==> src/rtl/pollrst_pkg.sv <==
package pollrst_pkg;

   localparam int FN_W = 3;
   localparam int CC_W = 3;

   localparam logic [FN_W-1:0] FN_RESET    = 3'b001;
   localparam logic [FN_W-1:0] FN_POLL     = 3'b010;
   localparam logic [FN_W-1:0] FN_POLL_CLR = 3'b011;

   localparam logic [CC_W-1:0] CC_OK     = 3'b000;
   localparam logic [CC_W-1:0] CC_PEND   = 3'b010;
   localparam logic [CC_W-1:0] CC_PARITY = 3'b101;
   localparam logic [CC_W-1:0] CC_NOADDR = 3'b110;

   typedef struct packed {
      logic hit;
      logic do_reset;
      logic do_poll;
      logic do_clear;
   } cmd_dec_t;

endpackage

==> src/rtl/pollrst_decode.sv <==
module pollrst_decode
   import pollrst_pkg::*;
#(
   parameter int              WORD_W       = 32,
   parameter int              ADDR_W       = 3,
   parameter int              OPC_W        = 7,
   parameter logic [OPC_W-1:0] OPCODE      = 7'h4F,
   parameter bit              CHECK_OPCODE = 1'b1,
   parameter int              OPC_MSB0     = 1,
   parameter int              FN_MSB0      = 15,
   parameter int              CA_MSB0      = 18,
   parameter int              UA_MSB0      = 21
) (
   input  logic [WORD_W-1:0] word_i,
   input  logic [ADDR_W-1:0] my_cluster_i,
   input  logic [ADDR_W-1:0] my_unit_i,
   output cmd_dec_t          dec_o
);

   localparam int OPC_HI = WORD_W - 1 - OPC_MSB0;
   localparam int FN_HI  = WORD_W - 1 - FN_MSB0;
   localparam int CA_HI  = WORD_W - 1 - CA_MSB0;
   localparam int UA_HI  = WORD_W - 1 - UA_MSB0;
   localparam logic [ADDR_W-1:0] CA_SYSTEM = '1;

   logic [FN_W-1:0]   fn;
   logic [ADDR_W-1:0] ca;
   logic [ADDR_W-1:0] ua;
   logic              opc_ok;
   logic              addr_ok;
   logic              fn_ok;
   logic              unused_word;

   assign fn = word_i[FN_HI -: FN_W];
   assign ca = word_i[CA_HI -: ADDR_W];
   assign ua = word_i[UA_HI -: ADDR_W];
   assign unused_word = ^word_i;

   generate
      if (CHECK_OPCODE) begin : g_opc_cmp
         assign opc_ok = (word_i[OPC_HI -: OPC_W] == OPCODE);
      end else begin : g_opc_pass
         assign opc_ok = 1'b1;
      end
   endgenerate

   always_comb begin
      addr_ok = (ca == my_cluster_i) && ((ca == CA_SYSTEM) || (ua == my_unit_i));
      fn_ok   = (fn == FN_RESET) || (fn == FN_POLL) || (fn == FN_POLL_CLR);
      dec_o.hit      = opc_ok && addr_ok && fn_ok;
      dec_o.do_reset = dec_o.hit && (fn == FN_RESET);
      dec_o.do_poll  = dec_o.hit && ((fn == FN_POLL) || (fn == FN_POLL_CLR));
      dec_o.do_clear = dec_o.hit && (fn == FN_POLL_CLR);
   end

endmodule

==> src/rtl/pollrst_fault_reg.sv <==
module pollrst_fault_reg #(
   parameter int STATUS_W = 16
) (
   input  logic                clk,
   input  logic                rst_n,
   input  logic [STATUS_W-1:0] set_i,
   input  logic                clr_i,
   output logic [STATUS_W-1:0] status_o
);

   generate
      for (genvar b = 0; b < STATUS_W; b++) begin : g_bit
         always_ff @(posedge clk) begin
            if (!rst_n) begin
               status_o[b] <= 1'b0;
            end else begin
               status_o[b] <= (status_o[b] && !clr_i) || set_i[b];
            end
         end
      end
   endgenerate

endmodule

==> src/rtl/pollrst_resp.sv <==
module pollrst_resp
   import pollrst_pkg::*;
#(
   parameter int WORD_W   = 32,
   parameter int STATUS_W = 16
) (
   input  logic                clk,
   input  logic                rst_n,
   input  logic                accept_i,
   input  cmd_dec_t            dec_i,
   input  logic                perr_i,
   input  logic [STATUS_W-1:0] status_i,
   output logic                done_o,
   output logic [CC_W-1:0]     cc_o,
   output logic [WORD_W-1:0]   word_o,
   output logic                io_reset_o
);

   logic [CC_W-1:0]   cc_next;
   logic [WORD_W-1:0] word_next;

   always_comb begin
      if (!dec_i.hit) begin
         cc_next = CC_NOADDR;
      end else if (perr_i) begin
         cc_next = CC_PARITY;
      end else if (dec_i.do_poll && (status_i != '0)) begin
         cc_next = CC_PEND;
      end else begin
         cc_next = CC_OK;
      end
      word_next = dec_i.do_poll ? {status_i, status_i} : '0;
   end

   always_ff @(posedge clk) begin
      if (!rst_n) begin
         done_o     <= 1'b0;
         io_reset_o <= 1'b0;
         cc_o       <= '0;
         word_o     <= '0;
      end else begin
         done_o     <= accept_i;
         io_reset_o <= accept_i && dec_i.do_reset;
         if (accept_i) begin
            cc_o   <= cc_next;
            word_o <= word_next;
         end
      end
   end

endmodule

==> src/rtl/pollrst_responder.sv <==
module pollrst_responder
   import pollrst_pkg::*;
#(
   parameter int WORD_W       = 32,
   parameter int STATUS_W     = 16,
   parameter int ADDR_W       = 3,
   parameter int OPC_W        = 7,
   parameter logic [OPC_W-1:0] OPCODE = 7'h4F,
   parameter bit CHECK_OPCODE = 1'b1
) (
   input  logic                clk,
   input  logic                rst_n,
   input  logic [ADDR_W-1:0]   my_cluster,
   input  logic [ADDR_W-1:0]   my_unit,
   input  logic                cmd_valid,
   output logic                cmd_ready,
   input  logic [WORD_W-1:0]   cmd_word,
   input  logic                parity_err,
   input  logic [STATUS_W-1:0] fault_set,
   output logic                rsp_done,
   output logic [CC_W-1:0]     rsp_cc,
   output logic [WORD_W-1:0]   rsp_word,
   output logic                io_reset_out
);

   localparam int UA_MSB0 = 21;

   generate
      if (WORD_W != 2 * STATUS_W) begin : g_bad_width
         $error("pollrst_responder: WORD_W must be twice STATUS_W");
      end
      if (UA_MSB0 + ADDR_W > WORD_W) begin : g_bad_addr
         $error("pollrst_responder: address fields exceed the word");
      end
   endgenerate

   cmd_dec_t            dec;
   logic                accept;
   logic [STATUS_W-1:0] status;

   always_ff @(posedge clk) begin
      if (!rst_n) cmd_ready <= 1'b0;
      else        cmd_ready <= 1'b1;
   end

   assign accept = cmd_valid && cmd_ready;

   pollrst_decode #(
      .WORD_W(WORD_W), .ADDR_W(ADDR_W), .OPC_W(OPC_W), .OPCODE(OPCODE),
      .CHECK_OPCODE(CHECK_OPCODE), .OPC_MSB0(1), .FN_MSB0(15),
      .CA_MSB0(18), .UA_MSB0(UA_MSB0)
   ) u_decode (
      .word_i(cmd_word), .my_cluster_i(my_cluster), .my_unit_i(my_unit),
      .dec_o(dec)
   );

   pollrst_fault_reg #(.STATUS_W(STATUS_W)) u_fault (
      .clk(clk), .rst_n(rst_n), .set_i(fault_set),
      .clr_i(accept && dec.do_clear), .status_o(status)
   );

   pollrst_resp #(.WORD_W(WORD_W), .STATUS_W(STATUS_W)) u_resp (
      .clk(clk), .rst_n(rst_n), .accept_i(accept), .dec_i(dec),
      .perr_i(parity_err), .status_i(status), .done_o(rsp_done),
      .cc_o(rsp_cc), .word_o(rsp_word), .io_reset_o(io_reset_out)
   );

endmodule

==> config.mk <==
export PLATFORM = sky130hd
export DESIGN_NAME = pollrst_responder
export DESIGN_NICKNAME = d
export VERILOG_FILES = /design/src/rtl/pollrst_pkg.sv /design/src/rtl/pollrst_decode.sv /design/src/rtl/pollrst_fault_reg.sv /design/src/rtl/pollrst_resp.sv /design/src/rtl/pollrst_responder.sv
export SDC_FILE = /design/constraint.sdc
export NUM_CORES = 1
export LEC_CHECK = 0
export BUFFER_PORTS_ARGS = -buffer_cell sky130_fd_sc_hd__buf_2
export CAP_MARGIN = 10
export CORE_MARGIN = 3
export CORE_UTILIZATION = 44
export DETAILED_ROUTE_END_ITERATION = 16
export HOLD_SLACK_MARGIN = 0.12
export PLACE_DENSITY = 0.91
export SLEW_MARGIN = 30
export SYNTH_ARGS = -nofsm -noshare
export SYNTH_HDL_FRONTEND = slang
export SYNTH_HIERARCHICAL = 1
export SYNTH_SLANG_ARGS = --single-unit
export TNS_END_PERCENT = 30
==> constraint.sdc <==
create_clock -name clk -period 2.2 [get_ports clk]
set_clock_uncertainty 0.2 [all_clocks]
set_input_delay 0.11 -clock clk [delete_from_list [all_inputs] [get_ports clk]]
set_output_delay 0.11 -clock clk [all_outputs]
set_load 0.01 [all_outputs]
==> insert_results.sql, run 1 <==
INSERT INTO impl_metrics (metric_group, metric, value, unit) VALUES
('run_status', 'status', 'finished, final reports clean', ''),
('global_route', 'first_pass_grt_wire_length', '7.10', 'mm'),
('synth', 'ys_seq_area_frac', '0.427', ''),
('setup_path', 'reg2reg_setup_slack', '0.37', 'ns'),
('synth', 'syn-cell-area', '1780', 'um2'),
('clock_network', 'maximum_number_of_buffers_from_clock_root_to_sink', '2', ''),
('layout', 'num-nets-final', '331', ''),
('run', 'timing.max_cap.violations', '0', ''),
('layout', 'fillers', '301', ''),
('sta', 'setup-violations-final', '0', ''),
('layout', 'final-seq-area', '761', 'um2'),
('synth', 'postSynth.asyncResetShare', '0', ''),
('synth', 'number_of_synthesized_flops_with_an_enable_pin', '0', ''),
('setup_path', 'critical-path-max-stage-delay', '0.58', 'ns'),
('synth', 'post-synth-top-area-cell', 'dfxtp_1', ''),
('synth', 'synth.avg_cell_area', '9.73', 'um2'),
('layout', 'final_layout_size_suffix_gt1_frac', '0.420', ''),
('sta', 'hold_violations', '0', ''),
('place', 'dpl.cell_count', '289', ''),
('floorplan', 'die_area', '4850', 'um2'),
('sta', 'rsz0062_at_grt', 'no', ''),
('setup_path', 'worst_setup_path_end_kind', 'flop', ''),
('sta', 'whs', '0.126', 'ns'),
('sta', 'fin_crit', '2.09', 'ns'),
('layout', 'multiInputGateArea', '840', 'um2'),
('global_route', 'overflow', '0', ''),
('clock_network', 'clock_tree_from_tritoncts', 'done', ''),
('sta', 'setup_total_negative_slack', '0', 'ns'),
('clock_network', 'cts-buffers-inserted', '5', ''),
('setup_path', 'worst-path-max-fanout', '4', ''),
('pwr', 'leakagePower', '0.00116', 'uW'),
('clock_network', 'cts-root-buf', 'clkbuf_8', ''),
('floorplan', 'row_count', '22', ''),
('route', 'drt_first_iter_violations', '85', ''),
('floorplan', 'placeableCoreArea', '3770', 'um2'),
('clock_network', 'post-cts-setup-buffer-count', '0', ''),
('route', 'vias', '1572', ''),
('floorplan', 'die_y', '69.6', 'um'),
('global_route', 'grt_pass1_vias', '1612', ''),
('clock_network', 'ctsHtreeMaxLevel', '2', ''),
('setup_path', 'critical_path.startpoint_type', 'primary input', ''),
('layout', 'antenna_cells_inserted', '0', ''),
('pwr', 'power.total', '1470', 'uW'),
('setup_path', 'timing.critical_path.cells', 'buf_2 > nand4b_1 > or4_4 > nor4_2 > nand3_1 > dlygate4sd3_1 > a21boi_0', ''),
('sta', 'tightestPinTransition', '0.581', 'ns'),
('route', 'drtAntennaViolNets', '0', ''),
('layout', 'area_growth_syn_to_layout', '39.8', '%'),
('route', 'drc', '0', ''),
('global_route', 'grt_max_degree', '39', ''),
('synth', 'ys.flop_type', 'dfxtp_1', ''),
('clock_network', 'clock_transition_at_the_register_clock_pins_on_the_worst_setup_and_hold_paths_after_cts', '0.07', 'ns'),
('pwr', 'p_per_area', '591', 'nW/um2'),
('synth', 'synth_top_area_frac', '0.427', ''),
('synth', 'yosys-top-cells-area', 'dfxtp_1 43%, nor2b_1 11%, buf_4 8.0%', ''),
('route', 'dr.pass1.iters', '4', ''),
('floorplan', 'ios', '96', ''),
('clock_network', 'cts.sinks', '38', ''),
('synth', 'syn_inst', '183', ''),
('place', 'port_buffers', '79', ''),
('worst_hold_path', 'hold_class', 'primary input to flop', ''),
('setup_path', 'setup.worst_path.class', 'primary input to flop', ''),
('route', 'wire_per_inst', '13.5', 'um'),
('synth', 'synth.distinct_cells', '29', ''),
('sta', 'slew_headroom', '0.613', ''),
('global_route', 'initial_antenna_violation_count', '0', ''),
('sta', 'share_of_the_clock_period_used_by_the_worst_path_after_layout', '0.951', ''),
('sta', 'report.final.slew_viol_count', '0', ''),
('global_route', 'global_router_s_overall_resource_usage', '0.184', ''),
('pwr', 'vdd.ir_drop.worst', '0.448', 'mV'),
('sta', 'max_freq', '478', 'MHz'),
('setup_path', 'worst-endpoint-required', '2.22', 'ns'),
('setup_path', 'critPathArrivalTime', '2.11', 'ns'),
('floorplan', 'initial_util', '0.472', ''),
('route', 'drt-total-wl', '4.36', 'mm'),
('synth', 'synthesis.nets', '241', ''),
('setup_path', 'cp_slowest_cell', 'dlygate4sd3_1', ''),
('synth', 'yosys_register_bits', '38', ''),
('route', 'drt-vias-per-instance', '4.88', ''),
('clock_network', 'clock_latency_at_the_later_pin_of_the_worst_skew_pair', '0.29', 'ns'),
('place', 'detailed_place_hpwl', '2.78', 'mm'),
('place', 'place.gp.congestion', '0.693', ''),
('layout', 'finalNonFillerCells', '322', ''),
('floorplan', 'die_width', '69.6', 'um'),
('synth', 'ys_warn_count', '6', '');
-- Yosys cell counts, types with 2 or more instances --
master	n
nor4_1	8
a21oi_1	6
clkbuf_1	2
buf_4	19
o21ai_0	3
and3_1	3
o21a_1	16
xnor2_1	6
nor2b_2	9
nor2b_1	32
a21oi_2	10
nand3_1	3
a31oi_1	2
and2b_1	7
dfxtp_1	38
nand2_1	4
and2_1	3
-- worst max-delay path, delay by kind of cell --
family | cells | cell delay [ns]
AO/OA/AOI/OAI | 1 | 0.15
buffers and inverters | 2 | 0.67
AND/OR/NAND/NOR | 4 | 1.17
-- worst paths after layout --
check        cells after the start            from              to
max                              7    cmd_word[16]  u_resp/cc_o[0]
min                              6    cmd_word[29]  u_resp/cc_o[1]
max reg2reg                      4       cmd_ready  u_resp/cc_o[0]
min reg2reg                      2  u_resp/cc_o[0]  u_resp/cc_o[0]
-- final cells by class --
cell class                      instances  share of cell area
Timing Repair Buffer                  108               0.288
Inverter                                1             0.00151
Clock buffer                            5              0.0277
Tap cell                               48              0.0241
Sequential cell                        38               0.306
Clock inverter                          3              0.0161
Multi-Input combinational cell        119               0.337
-- sequential cells by signal, indices dropped and copies added, names as in the netlist --
register	cells
u_resp/done_o	1
u_resp/cc_o	3
u_resp/word_o	16
u_resp/io_reset_o	1
cmd_ready	1
u_fault/status_o	16
-- metal layers --
metal	wire length, um	GRT usage	up-vias
li1	-	-	780
met1	1800	0.199	725
met2	2230	0.338	65
met3	294	0.0565	2
met4	30	0.0574	0
met5	0	0	-
-- through the flow --
stage / instance area, um2 / setup slack [ns] / util
floorplan: 1780 / 0.284 / -
global placement: 2100 / 0.0255 / 0.557
detailed placement: 2100 / 0.0164 / 0.557
CTS: 2450 / 0.0580 / 0.649
global route: 2490 / 0.0112 / 0.660
finish: 2490 / 0.107 / 0.660
-- repair_timing --
item,in CTS,in global routing
hold buffers,24,1
endpoints found under the setup margin,0,17
endpoints found under the hold margin,21,1
gates resized for setup,0,3
-- cell usage in the layout, fill, tap and decap left out, types with 2 or more instances in the layout --
cell type      count
clkinv_2           2
dfxtp_1           38
nand2_1            4
and2_1             2
a21oi_2           10
clkbuf_8           5
o21ai_0            3
xnor2_1            6
nor4_2             2
buf_4              2
a31oi_1            2
nor2b_2            9
nand3_1            3
dlygate4sd3_1     24
buf_2             79
nor2b_1           32
nor4_1             6
o21a_1            16
buf_12             2
and2b_1            7
a21oi_1            6
and3_1             3
-- logic make-up (layout without fill, tap and decap cells) --
| group | after synthesis | in the layout | synth area share |
|---|---|---|---|
| AO/OA/AOI/OAI | 39 | 39 | 0.157 |
| AND/OR/NAND/NOR | 74 | 74 | 0.276 |
| buffers and inverters | 26 | 117 | 0.110 |
| flip-flops | 38 | 38 | 0.427 |
| XOR/XNOR | 6 | 6 | 0.0295 |
-- power breakdown --
group,internal [uW],switching [uW]
Clock,334,240
Sequential,713,19.9
Combinational,96.3,67.3
No activity file was read; power rests on OpenSTA's default activity.
==> run 2: changes to the inputs <==
--- a/config.mk
+++ b/config.mk
@@ -6,15 +6,13 @@
 export NUM_CORES = 1
 export LEC_CHECK = 0
 export BUFFER_PORTS_ARGS = -buffer_cell sky130_fd_sc_hd__buf_2
-export CAP_MARGIN = 10
 export CORE_MARGIN = 3
-export CORE_UTILIZATION = 44
+export CORE_UTILIZATION = 43
 export DETAILED_ROUTE_END_ITERATION = 16
 export HOLD_SLACK_MARGIN = 0.12
 export PLACE_DENSITY = 0.91
 export SLEW_MARGIN = 30
 export SYNTH_ARGS = -nofsm -noshare
 export SYNTH_HDL_FRONTEND = slang
-export SYNTH_HIERARCHICAL = 1
 export SYNTH_SLANG_ARGS = --single-unit
 export TNS_END_PERCENT = 30
==> insert_results.sql, run 2 <==
INSERT INTO impl_metrics (metric_group, metric, value, unit) VALUES
('run_status', 'status', 'finished, final reports clean', ''),
('floorplan', 'initial_util', '0.452', ''),
('global_route', 'first_pass_grt_wire_length', '6.56', 'mm'),
('synth', 'synth.distinct_cells', '30', ''),
('global_route', 'global_router_s_overall_resource_usage', '0.187', ''),
('layout', 'final_layout_size_suffix_gt1_frac', '0.375', ''),
('pwr', 'p_per_area', '588', 'nW/um2'),
('synth', 'ys.flop_type', 'dfxtp_1', ''),
('place', 'placedInstanceArea', '1990', 'um2'),
('global_route', 'overflow', '0', ''),
('synth', 'synth.avg_cell_area', '9.18', 'um2'),
('setup_path', 'timing.critical_path.cells', 'dlygate4sd3_1 > buf_6 > nand2_1 > dlygate4sd3_1 > o21ai_0 > dlygate4sd3_1', ''),
('synth', 'syn-cell-area', '1680', 'um2'),
('pwr', 'leakagePower', '0.00111', 'uW'),
('setup_path', 'setup.worst_path.start', 'rst_n', ''),
('layout', 'reg.largest.list', 'u_fault.status_o (16), u_resp.word_o (16), u_resp.cc_o (3)', ''),
('floorplan', 'placeableCoreArea', '3720', 'um2'),
('setup_path', 'worst-endpoint-required', '2.16', 'ns'),
('synth', 'yosys.cell_count.top_type', 'dfxtp_1', ''),
('place', 'port_buffers', '79', ''),
('floorplan', 'ios', '96', ''),
('worst_hold_path', 'hold_class', 'primary input to flop', ''),
('setup_path', 'reg2reg_setup_slack', '0.13', 'ns'),
('sta', 'max_freq', '474', 'MHz'),
('sta', 'fin_crit', '2.11', 'ns'),
('synth', 'yosys_register_bits', '38', ''),
('setup_path', 'timing.critical_path.depth', '6', ''),
('global_route', 'grt_pass1_vias', '1561', ''),
('route', 'drt_first_iter_violations', '81', ''),
('route', 'drt-total-wl', '4.36', 'mm'),
('clock_network', 'cts-root-buf', 'clkbuf_8', ''),
('setup_path', 'critical_path.startpoint_type', 'primary input', ''),
('setup_path', 'cp_slowest_cell', 'dlygate4sd3_1', ''),
('worst_hold_path', 'timing.hold.worst_path_depth', '3', ''),
('layout', 'final_core_util', '0.646', ''),
('setup_path', 'critical_path.most_common_cell', 'dlygate4sd3_1', ''),
('setup_path', 'r2r_cells', '6', ''),
('sta', 'share_of_the_clock_period_used_by_the_worst_path_after_layout', '0.958', ''),
('setup_path', 'worstSetupEndpoint', 'u_fault.status_o[15]', ''),
('layout', 'layout_common_cells', '78 x buf_2, 38 x dfxtp_1, 34 x nand2_1', ''),
('floorplan', 'die_area', '4690', 'um2'),
('route', 'dr.pass1.iters', '4', ''),
('sta', 'rsz0062_at_grt', 'no', ''),
('route', 'drtAntennaViolNets', '0', ''),
('synth', 'synthesis.nets', '241', ''),
('place', 'detailedPlace.worstSlack', '0.390', 'ns'),
('setup_path', 'worst-path-max-fanout', '19', ''),
('route', 'wire_per_inst', '13.4', 'um'),
('clock_network', 'clock_tree_from_tritoncts', 'done', ''),
('sta', 'report.final.slew_viol_count', '0', ''),
('clock_network', 'clock_transition_at_the_register_clock_pins_on_the_worst_setup_and_hold_paths_after_cts', '0.07', 'ns'),
('route', 'drt-vias-per-instance', '5.06', ''),
('pwr', 'power.total', '1410', 'uW'),
('synth', 'synth_top_area_frac', '0.453', ''),
('sta', 'setup_total_negative_slack', '0', 'ns'),
('setup_path', 'worst-path-buf-inv', '4', ''),
('synth', 'ys_seq_area_frac', '0.453', ''),
('floorplan', 'die_width', '68.5', 'um'),
('synth', 'syn_inst', '183', ''),
('synth', 'postSynth.asyncResetShare', '0', ''),
('run', 'timing.max_cap.violations', '0', ''),
('global_route', 'initial_antenna_violation_count', '0', ''),
('route', 'drc', '0', ''),
('sta', 'slew_headroom', '0.708', ''),
('sta', 'setup_slack', '0.0915', 'ns'),
('layout', 'antenna_cells_inserted', '0', ''),
('place', 'place.gp.congestion', '0.805', ''),
('layout', 'stdcell_area', '2400', 'um2'),
('layout', 'area_growth_syn_to_layout', '42.8', '%'),
('synth', 'post_synth_most_frequent_cells', '38 x dfxtp_1, 34 x nand2_1, 20 x nand3_1', ''),
('sta', 'setup-violations-final', '0', ''),
('synth', 'number_of_synthesized_flops_with_an_enable_pin', '0', ''),
('clock_network', 'maximum_number_of_buffers_from_clock_root_to_sink', '2', ''),
('synth', 'post-synth-top-area-cell', 'dfxtp_1', ''),
('setup_path', 'setup.worst_path.class', 'primary input to flop', ''),
('pwr', 'vdd.ir_drop.worst', '0.392', 'mV'),
('clock_network', 'clock_latency_at_the_later_pin_of_the_worst_skew_pair', '0.28', 'ns'),
('clock_network', 'cts-buffers-inserted', '5', ''),
('layout', 'final_common_cell', 'buf_2', ''),
('sta', 'tightestPinTransition', '0.435', 'ns'),
('setup_path', 'worst_path_dominant_cell_family', 'buffers and inverters', ''),
('setup_path', 'critPathArrivalTime', '2.07', 'ns'),
('clock_network', 'cts.sinks', '38', ''),
('place', 'detailed_place_hpwl', '2.87', 'mm'),
('sta', 'hold_violations', '0', ''),
('setup_path', 'timing.rr.start', 'cmd_ready', ''),
('synth', 'yosys-top-cells-area', 'dfxtp_1 45%, buf_4 7.6%, nand2_1 7.6%', ''),
('global_route', 'grt_max_degree', '37', ''),
('clock_network', 'post-cts-setup-buffer-count', '0', ''),
('floorplan', 'row_count', '22', ''),
('setup_path', 'r2r_end', 'u_fault.status_o[0]', ''),
('clock_network', 'ctsHtreeMaxLevel', '2', ''),
('setup_path', 'critical-path-max-stage-delay', '0.56', 'ns'),
('synth', 'ys_warn_count', '0', ''),
('setup_path', 'worst_setup_path_end_kind', 'flop', ''),
('layout', 'num-nets-final', '334', ''),
('route', 'vias', '1643', ''),
('floorplan', 'die_y', '68.5', 'um');
-- run 2: changes by cell type after synthesis, moves of 7 or more --
cell     previous run  this run
o31ai_2             0         9
o21ai_1             0        15
nor2b_1            32         0
nor2b_2             9         0
nand2_1             4        34
nand3_1             3        20
o21a_1             16         1
a21oi_2            10         0
o31ai_1             0         7
and2b_1             7         0
-- run 2: how the worst min path moves through the flow --
stage / from / endpoint / slack, ns
floorplan: rst_n / cmd_ready / -0.06
detailed placement: fault_set[6] / u_fault.status_o[6] / 0.12
global placement: fault_set[9] / u_fault.status_o[9] / 0.11
global route: cmd_word[11] / u_resp.cc_o[1] / 0.20
CTS: cmd_valid / u_resp.word_o[25] / 0.17
finish: cmd_valid / u_resp.word_o[25] / 0.18
-- run 2: per-stage QoR --
| stage | cells | hold WS, ns |
|---|---|---|
| 6_report | 325 | 0.184 |
| 4_1_cts | 325 | 0.175 |
| 2_1_floorplan | 183 | -0.0623 |
| 5_1_grt | 325 | 0.197 |
| 3_5_place_dp | 286 | 0.117 |
| 3_3_place_gp | 286 | 0.114 |
-- run 2: layout make-up --
| type | instances | area, um2 |
|---|---|---|
| Fill cell | 334 | 1320 |
| Sequential cell | 38 | 761 |
| Multi-Input combinational cell | 118 | 749 |
| Timing Repair Buffer | 113 | 738 |
| Clock buffer | 7 | 86.3 |
| Tap cell | 48 | 60.1 |
| Clock inverter | 1 | 5.00 |
-- run 2: power breakdown --
part / total (uW) / internal (uW) / switching [uW]
logic: 196 / 99.8 / 95.8
registers: 737 / 719 / 17.7
clock network: 479 / 253 / 226
total: 1410 / 1070 / 339
-- run 2: routing by layer --
layer	part of all wire	wire (um)	up-vias	GRT usage
met2	0.55	2380	63	0.346
met3	0.050	217	6	0.0389
met4	0.018	80	0	0.0868
met5	0	0	-	0
met1	0.39	1680	749	0.201
li1	-	-	825	-
-- run 2: cell families after synthesis --
logic type / share of synthesized area
xor+xnor: 0.0313
flops: 0.453
simple gates: 0.221
buf+inv: 0.103
compound gates: 0.192
-- run 2: timing repair --
item,CTS,global route
endpoints found under the hold margin,26,0
endpoints found under the setup margin,0,4
resized for setup,0,5
hold buffers,31,0
-- run 2: worst register-to-register path: cells and delay by family, from the launching register on --
kind,cells,cell delay (ns)
AO/OA/AOI/OAI,1,0.09
buffers and inverters,2,0.75
flip-flops,1,0.39
AND/OR/NAND/NOR,3,0.53
